### src/rtl/hep_pkg.sv
package hep_pkg;
  localparam int CH_W   = 6;
  localparam int AMP_W  = 12;
  localparam int XID_W  = 12;
  localparam int GAIN_W = 2;
  localparam int WORD_W = CH_W + XID_W + AMP_W + GAIN_W;
  localparam logic [AMP_W-1:0] SAT_CODE = '1;

  typedef enum logic [GAIN_W-1:0] {
    GAIN_X2   = 2'd0,
    GAIN_X20  = 2'd1,
    GAIN_X100 = 2'd2,
    GAIN_RSVD = 2'd3
  } gain_e;

  typedef struct packed {
    logic [CH_W-1:0]  ch;
    logic [XID_W-1:0] xid;
    logic [AMP_W-1:0] amp;
    gain_e            gain;
  } evt_word_t;
endpackage

### src/rtl/hep_gain_pick.sv
module hep_gain_pick
  import hep_pkg::*;
#(
  parameter int NCH = 16
) (
  input  logic [NCH*AMP_W-1:0]        g2,
  input  logic [NCH*AMP_W-1:0]        g20,
  input  logic [NCH*AMP_W-1:0]        g100,
  input  logic [AMP_W-1:0]            thr,
  output logic [NCH-1:0]              hit,
  output logic [NCH-1:0][AMP_W-1:0]   amp_sel,
  output logic [NCH-1:0][GAIN_W-1:0]  gain_sel
);
  for (genvar c = 0; c < NCH; c++) begin : g_ch
    logic [AMP_W-1:0] s_lo, s_mid, s_hi;
    assign s_lo  = g2[c*AMP_W +: AMP_W];
    assign s_mid = g20[c*AMP_W +: AMP_W];
    assign s_hi  = g100[c*AMP_W +: AMP_W];
    assign hit[c] = s_hi > thr;

    always_comb begin
      if (s_hi != SAT_CODE) begin
        amp_sel[c]  = s_hi;
        gain_sel[c] = GAIN_X100;
      end else if (s_mid != SAT_CODE) begin
        amp_sel[c]  = s_mid;
        gain_sel[c] = GAIN_X20;
      end else begin
        amp_sel[c]  = s_lo;
        gain_sel[c] = GAIN_X2;
      end
    end
  end
endmodule

### src/rtl/hep_xing_count.sv
module hep_xing_count
  import hep_pkg::*;
(
  input  logic             clk,
  input  logic             rst_n,
  input  logic             clear,
  input  logic             advance,
  output logic [XID_W-1:0] cur
);
  logic [XID_W-1:0] cnt;

  assign cur = clear ? '0 : cnt;

  always_ff @(posedge clk or negedge rst_n) begin
    if (!rst_n)       cnt <= '0;
    else if (advance) cnt <= cur + 1'b1;
    else              cnt <= cur;
  end
endmodule

### src/rtl/hep_scan.sv
module hep_scan
  import hep_pkg::*;
#(
  parameter int NCH = 16
) (
  input  logic                       clk,
  input  logic                       rst_n,
  input  logic                       load,
  input  logic [NCH-1:0]             hit_in,
  input  logic [NCH-1:0][AMP_W-1:0]  amp_in,
  input  logic [NCH-1:0][GAIN_W-1:0] gain_in,
  input  logic [XID_W-1:0]           xid_in,
  output logic                       busy,
  output logic                       push,
  output evt_word_t                  word
);
  localparam int IDX_W = (NCH > 1) ? $clog2(NCH) : 1;

  logic [NCH-1:0]             mask;
  logic [NCH-1:0]             clr;
  logic [IDX_W-1:0]           idx;
  logic [NCH-1:0][AMP_W-1:0]  amp_r;
  logic [NCH-1:0][GAIN_W-1:0] gain_r;
  logic [XID_W-1:0]           xid_r;

  always_comb begin
    idx = '0;
    for (int i = NCH - 1; i >= 0; i--) begin
      if (mask[i]) idx = IDX_W'(i);
    end
  end

  always_comb begin
    clr      = '0;
    clr[idx] = 1'b1;
  end

  assign busy = |mask;
  assign push = busy;

  always_comb begin
    word.ch   = CH_W'(idx);
    word.xid  = xid_r;
    word.amp  = amp_r[idx];
    word.gain = gain_e'(gain_r[idx]);
  end

  always_ff @(posedge clk or negedge rst_n) begin
    if (!rst_n)    mask <= '0;
    else if (load) mask <= hit_in;
    else if (busy) mask <= mask & ~clr;
  end

  always_ff @(posedge clk) begin
    if (load) begin
      amp_r  <= amp_in;
      gain_r <= gain_in;
      xid_r  <= xid_in;
    end
  end
endmodule

### src/rtl/hep_fifo.sv
module hep_fifo #(
  parameter int W     = 32,
  parameter int DEPTH = 64
) (
  input  logic         clk,
  input  logic         rst_n,
  input  logic         wr_en,
  input  logic [W-1:0] wr_data,
  input  logic         rd_en,
  output logic [W-1:0] rd_data,
  output logic         full,
  output logic         empty
);
  localparam int AW = $clog2(DEPTH);

  logic [W-1:0]  mem [DEPTH];
  logic [AW-1:0] wp, rp;
  logic [AW:0]   cnt;

  assign full    = cnt == (AW+1)'(DEPTH);
  assign empty   = cnt == '0;
  assign rd_data = mem[rp];

  always_ff @(posedge clk) begin
    if (wr_en) mem[wp] <= wr_data;
  end

  always_ff @(posedge clk or negedge rst_n) begin
    if (!rst_n) begin
      wp  <= '0;
      rp  <= '0;
      cnt <= '0;
    end else begin
      if (wr_en) wp <= wp + 1'b1;
      if (rd_en) rp <= rp + 1'b1;
      case ({wr_en, rd_en})
        2'b10:   cnt <= cnt + 1'b1;
        2'b01:   cnt <= cnt - 1'b1;
        default: cnt <= cnt;
      endcase
    end
  end
endmodule

### src/rtl/hit_event_packer.sv
module hit_event_packer
  import hep_pkg::*;
#(
  parameter int NCH        = 16,
  parameter int FIFO_DEPTH = 64,
  parameter int DROP_W     = 16
) (
  input  logic                  clk,
  input  logic                  rst_n,
  input  logic                  train_start,
  input  logic [AMP_W-1:0]      thresh,
  input  logic                  xing_valid,
  output logic                  xing_ready,
  input  logic [NCH*AMP_W-1:0]  smp_g2,
  input  logic [NCH*AMP_W-1:0]  smp_g20,
  input  logic [NCH*AMP_W-1:0]  smp_g100,
  output logic                  evt_valid,
  input  logic                  evt_ready,
  output logic [WORD_W-1:0]     evt_word,
  output logic [DROP_W-1:0]     drop_count
);
  logic [NCH-1:0]             hit;
  logic [NCH-1:0][AMP_W-1:0]  amp_sel;
  logic [NCH-1:0][GAIN_W-1:0] gain_sel;
  logic [XID_W-1:0]           xid_now;
  logic                       accept, busy, push;
  evt_word_t                  word;
  logic                       fifo_full, fifo_empty, fifo_pop, fifo_wr;

  assign xing_ready = !busy;
  assign accept     = xing_valid && xing_ready;

  hep_gain_pick #(.NCH(NCH)) u_pick (
    .g2(smp_g2), .g20(smp_g20), .g100(smp_g100), .thr(thresh),
    .hit(hit), .amp_sel(amp_sel), .gain_sel(gain_sel)
  );

  hep_xing_count u_xid (
    .clk(clk), .rst_n(rst_n), .clear(train_start), .advance(accept), .cur(xid_now)
  );

  hep_scan #(.NCH(NCH)) u_scan (
    .clk(clk), .rst_n(rst_n), .load(accept), .hit_in(hit), .amp_in(amp_sel),
    .gain_in(gain_sel), .xid_in(xid_now), .busy(busy), .push(push), .word(word)
  );

  assign fifo_pop = evt_ready && !fifo_empty;
  assign fifo_wr  = push && (!fifo_full || fifo_pop);

  hep_fifo #(.W(WORD_W), .DEPTH(FIFO_DEPTH)) u_fifo (
    .clk(clk), .rst_n(rst_n), .wr_en(fifo_wr), .wr_data(word),
    .rd_en(fifo_pop), .rd_data(evt_word), .full(fifo_full), .empty(fifo_empty)
  );

  assign evt_valid = !fifo_empty;

  always_ff @(posedge clk or negedge rst_n) begin
    if (!rst_n)
      drop_count <= '0;
    else if (push && !fifo_wr && drop_count != '1)
      drop_count <= drop_count + 1'b1;
  end
endmodule

### config.mk
export PLATFORM = sky130hd
export DESIGN_NAME = hit_event_packer
export DESIGN_NICKNAME = d
export VERILOG_FILES = /design/src/rtl/hep_pkg.sv /design/src/rtl/hep_gain_pick.sv /design/src/rtl/hep_xing_count.sv /design/src/rtl/hep_scan.sv /design/src/rtl/hep_fifo.sv /design/src/rtl/hit_event_packer.sv
export SDC_FILE = /design/constraint.sdc
export NUM_CORES = 2
export LEC_CHECK = 0
export ABC_AREA = 1
export BUFFER_PORTS_ARGS = -buffer_cell sky130_fd_sc_hd__buf_2
export CORE_MARGIN = 2
export CORE_UTILIZATION = 40
export CTS_BUF_LIST = sky130_fd_sc_hd__clkbuf_8
export CTS_CLUSTER_DIAMETER = 150
export DETAILED_ROUTE_END_ITERATION = 8
export HOLD_SLACK_MARGIN = 0.06
export SYNTH_ARGS = -nofsm -noshare
export SYNTH_HDL_FRONTEND = slang
export SYNTH_SLANG_ARGS = --single-unit
export TNS_END_PERCENT = 50
### constraint.sdc
create_clock -name clk -period 11.05 [get_ports clk]
set_input_delay 0.5525 -clock clk [delete_from_list [all_inputs] [get_ports clk]]
set_output_delay 0.5525 -clock clk [all_outputs]
set_load 0.01 [all_outputs]
---- Yosys cells after proc, flatten, opt, wreduce, memory -nomap -nowiden ----
Memory sizes are Yosys's and may differ from the RTL's.
Cells that the tools add are included.
operators by class
  reduce and logical (&&, ||, !) cells .... 15
  magnitude comparators ................... 18
  mux-type cells .......................... 77
  bitwise gates (word level) .............. 2
  add/subtract/negate cells ............... 6
  equality and inequality tests ........... 36
operator list
  cell                                                                    count
  12-bit 2-to-1 mux                                                       35
  12-bit != test (second input constant)                                  32
  12-bit > comparator                                                     16
  4-bit 2-to-1 mux                                                        16
  12-bit binary-select mux with 4-bit select                              1
  16-bit 2-to-1 mux                                                       2
  1-bit 2-to-1 mux                                                        19
  16-bit by 1-bit adder with 16-bit output (second input constant)        1
  16-bit AND                                                              1
  16-bit != test (second input constant)                                  1
  16-bit inverter                                                         1
  16-bit OR reduction                                                     1
  7-bit one-hot mux with 2 select lines                                   1
  12-bit by 1-bit adder with 12-bit output (second input constant)        1
  6-bit by 1-bit adder with 6-bit output (second input constant)          2
  2-bit binary-select mux with 4-bit select                               1
  7-bit by 1-bit adder with 7-bit output (second input constant)          1
  7-bit == test (second input constant)                                   1
  7-bit zero test                                                         1
  7-bit by 1-bit subtractor with 7-bit output (second input constant)     1
  1-bit logical AND                                                       6
  4-bit by 5-bit < comparator with 1-bit output (second input constant)   1
  1-bit demux with 4-bit select                                           1
  4-bit by 1-bit >= comparator with 1-bit output (second input constant)  1
  6 further kinds                                                         10
word-level totals
  memories kept ........................... 1
  register bits after elaboration ......... 299
  RAM bits ................................ 1920
  output and inout port bits .............. 50
memory list
  name        depth  width  rd ports  clocked after memory_dff  write ports  RTL line        RTL
  u_fifo.mem  64     30     1         0                         1            hep_fifo.sv:16  logic [W-1:0] mem [DEPTH];

---- Depth between registers and ports, before layout ----
  depth after elaboration ................. 24
  depth in mapped cells ................... 24

---- Modules after synthesis ----
A second synthesis with hierarchy kept.
second synthesis, totals
  cells, all modules ...................... 11237
  area total of the unflattened synthesis .. 109837.8 µm²
modules (own cells, without submodules)
  module            instances  area each (µm²)  cells each
  hep_fifo          1          85739.7          7827
  hep_gain_pick     1          11581.1          2241
  hep_scan          1          10785.3          929
  hit_event_packer  1          1053.5           154
  hep_xing_count    1          678.2            86

---- Worst setup path after synthesis ----
No wires, ideal clock.
  path kind ............................... reg-to-reg
  start ................................... reg u_scan.mask[11]
  end ..................................... reg u_xid.cnt[1]
  setup slack ............................. 2.514 ns
  data required time ...................... 10.593 ns
  arrival ................................. 8.079 ns
  buffers on the path ..................... 1
  setup time .............................. 0.457 ns
  stages on the path, launching flop included .. 8
  path through ............................ dfrtp_1 > nor4_4 > nand2_2 > nor2_4 > nand2_4 > clkinv_4 > clkbuf_1 > o21ai_0
on the way
  word-level cells in the longest chain between the ends .. 4
ends and longest elaborated chain
  item                    RTL line                RTL
  from (decl)             hep_scan.sv:19          logic [NCH-1:0] mask;
  from (signal assigned)  hep_scan.sv:50          else if (load) mask <= hit_in;
  from (signal assigned)  hep_scan.sv:51          else if (busy) mask <= mask & ~clr;
  16-bit OR reduction     hep_scan.sv:38          assign busy = |mask;
  1-bit zero test         hit_event_packer.sv:30  assign xing_ready = !busy;
  named net xing_ready    hit_event_packer.sv:13  output logic xing_ready,
  1-bit logical AND       hit_event_packer.sv:31  assign accept = xing_valid && xing_ready;
  named net accept        hit_event_packer.sv:26  logic accept, busy, push;
  12-bit 2-to-1 mux       hep_xing_count.sv:16    else if (advance) cnt <= cur + 1'b1;
  to (signal assigned)    hep_xing_count.sv:16
  to (signal assigned)    hep_xing_count.sv:17    else cnt <= cur;
  to (decl)               hep_xing_count.sv:10    logic [XID_W-1:0] cnt;
The timed path passes the listed nets, and every way through them passes these cells.
A chain may end at the register's enable or synchronous reset.

---- Final worst setup path ----
  start ................................... reg u_fifo.rp[0]
  end ..................................... out evt_word[17]
on the way
  word-level cells in the longest chain between the ends .. 1
ends and longest elaborated chain
  item                     RTL line                RTL
  from (decl)              hep_fifo.sv:17          logic [AW-1:0] wp, rp;
  from (signal assigned)   hep_fifo.sv:35          if (rd_en) rp <= rp + 1'b1;
  memory read 64 x 30 bit  n/a
  to (decl)                hit_event_packer.sv:19  output logic [WORD_W-1:0] evt_word,
Every way passes these cells.

==> impl_metrics.tcl <==
set metrics [dict create \
    nets 10000 \
    grt_first_pass_wirelength_um 519000 \
    synth_cell_types 47 \
    cp_top_family "buffers and inverters" \
    synth_mux_area_share_pct 0.0234 \
    arrival_ns 5.61 \
    ir_worst_vdd_uv 342 \
    synth-xor-area-share_pct 0.364 \
    viasPerCell 5.81 \
    cts_buffers 368 \
    clkTransAtPathRegs_ns 0.06 \
    synthAdderAreaFrac_pct 2.63 \
    firstDrtPassIters 7 \
    dieArea_mm2 0.245 \
    seq_power_share_pct 41.0 \
    p_per_area_mw_per_mm2 281 \
    drt.antenna.violating_nets 0 \
    ctsHoldBuffers 502 \
    clk_latency_ns 1.09 \
    endpoint_kind "output port" \
    overflow 0 \
    avgSynthCellArea_um2 11.9 \
    drt-total-wl_um 371000 \
    layout_common_cells "edfxtp_1 (2156), o21ai_0 (1130), nor2_1 (1073)" \
    ios 643 \
    vias 74000 \
    grt_pass1_vias 72000 \
    clock_power_share_pct 20.8 \
    switching_share_pct 41.4 \
    antenna_found_initial 72 \
    dp_slack_ns 6.05 \
    tightest_slew_ns 1.30 \
    postCtsResizedCells 0 \
    fin_setup_tns_ns 0 \
    cts_buffer_depth 4 \
    die_h_um 495 \
    synth_compound_area_share_pct 12.7 \
    grt_setup_unrepaired "false" \
    synth_top_cell_by_area "edfxtp_1" \
    drc 0 \
    gr-usage-all-layers_pct 29.5 \
    drt-initial-drc-count 7999 \
    dp.cells 11500 \
    p_leak_nw 40.3 \
    core_area_mm2 0.240 \
    crit_type "register to output port" \
    setup_viol 0 \
    power_switching_w 0.0134 \
    detail_route.wl_per_cell_um 29.1 \
    syn_inst 8074 \
    rows 180 \
    path_cells "buf_12, buf_4, o21ai_0, o221ai_1, nand3_1, a31oi_1, a32o_1, buf_2" \
    path_max_fanout 208 \
    finalHoldViolCount 0 \
    layout-drive-gt1-share_pct 14.3 \
    gp_congestion 0.993 \
    yosysWarnings 0 \
    worstSetupStartpointType "register" \
    fin_crit_ns 6.16 \
    syn_to_final_growth_pct 19.5 \
    start_util_pct 40.1 \
    slew_viol_final 0 \
    synth_sequential_area_ratio_pct 68.9 \
    crit_buf_inv 3 \
    synth-simple-area-share_pct 11.7 \
    cap_violations 0 \
    critPathMaxStageDelay_ns 1.00 \
    cp.required_ns 10.50 \
    htreeDepth 5 \
    critPathSlowestCell "dfrtp_4" \
    p_comb_share_pct 38.3 \
    synth_top_family_by_area "compound AO/OA/AOI/OAI gates" \
    port_buffers 640 \
    synth.top_cell.area_share_pct 67.2 \
    synthTopCellsByArea "edfxtp_1 (67%), o21ai_0 (5.9%), nor2_1 (4.4%)" \
    slew_headroom_pct 13.5 \
    hpwl_um 235000 \
    status "finished, final reports clean" \
    hold_path_class "primary input to register" \
    final_cells 12700 \
    die_w_um 495 \
    cts_root_buffer "clkbuf_8" \
    cell_internal_pwr_w 0.0190 \
    post_cts.repair.setup_buffers 0 \
    synth_seq_cells 2219 \
    cts_tree "yes" \
    fmax_ghz 0.162 \
    final_util_pct 48.0 \
    finalCritPeriodShare_pct 55.8 \
    total_power_w 0.0323 \
    finalClockSkew_ns 0.0691 \
    grt_start_max_net_pins 224 \
    fin_ws_ns 4.89 \
    cts_sinks 2219 \
    syn-cell-area_mm2 0.0963 \
    layout_commonest_cell "edfxtp_1" \
]
## layout make-up
class,count,area (um2)
Antenna cell,48,120
Clock buffer,377,5190
Clock inverter,265,1420
Fill cell,21500,125000
Inverter,422,1630
Multi-Input combinational cell,4921,26900
Sequential cell,2219,66300
Tap cell,3185,3990
Timing Repair Buffer,1292,9440
## metal layers
metal,track usage (%),wire length (um)
met5,0,221
met3,5.86,30500
met4,19.7,27000
met2,48.3,177000
met1,35.4,136000
## worst reg2reg max path, stage by stage, from the launching register on
cell	delay, ns
dfrtp_1	0.37
inv_2	0.04
buf_4	0.54
nand2_2	0.20
a21oi_4	0.17
buf_12	0.54
clkinv_2	0.68
buf_4	0.59
nand4_1	0.23
nand3_1	0.12
nand2_1	0.10
nand2_1	0.07
inv_1	0.07
nand2_2	0.64
## power by group through the flow
stage	sequential (W)	combinational, W	clock [W]
after detailed placement	0.0134	0.0121	0
after global routing	0.0133	0.0133	0.00716
after floorplan	0.0133	0.00711	0
after global placement	0.0134	0.0120	0
after CTS	0.0132	0.0123	0.00680
final	0.0133	0.0124	0.00671
## final timing paths
path	start	end	slack [ns]	cells past startpoint
setup reg to reg	u_scan.mask[0]	u_fifo.mem[61][9]	6.03	13
max in group asynchronous	rst_n	u_fifo.rp[1]	9.98	2
hold / removal	smp_g100[181]	u_scan.gain_r[30]	0.16	3
hold reg to reg	u_fifo.cnt[0]	u_fifo.cnt[0]	0.47	1
min in group asynchronous	rst_n	drop_count[13]	0.22	2
setup / recovery	u_fifo.rp[0]	evt_word[17]	4.89	8
## synthesized netlist by cell type, drive strengths merged
library cell  instances
inv                 413
ha                  201
nor2               1143
o21a                  1
nor4                 69
nand2               692
nand4               287
clkinv                9
nand3b                2
a311oi                1
o311ai                3
dfrtp                63
a31oi                22
xnor2                13
o221ai              195
a21oi               177
nor3                 46
o22ai               320
buf                  76
edfxtp             2156
a32o                 20
clkbuf              437
mux2                  2
o41ai                 3
conb                  1
o211ai              172
a41oi                 3
o2111ai              10
xor2                 27
a211oi                6
fa                    1
o21ai              1151
nand3               352
## kinds of logic after synthesis
group | count (synthesis)
flip-flops | 2219
XOR/XNOR | 40
adder cells (fa/ha/maj) | 202
AND/OR/NAND/NOR | 2591
AO/OA/AOI/OAI | 2084
multiplexers | 2
buffers and inverters | 935
other | 1
## state kept, by name (all words and copies together), names as in the netlist
register       count
u_xid.cnt         12
u_fifo.cnt         7
u_scan.amp_r     192
u_fifo.mem      1920
u_scan.mask       16
u_fifo.rp          6
u_fifo.wp          6
u_scan.gain_r     32
u_scan.xid_r      12
drop_count        16
## through the flow
step	area, um2	hold WS [ns]
floorplan	96300	0.257
global route	115000	0.0959
global placement	103000	0.460
CTS	115000	0.0603
detailed placement	103000	0.458
finish	115000	0.161
Power figures use the tool's default switching activity.
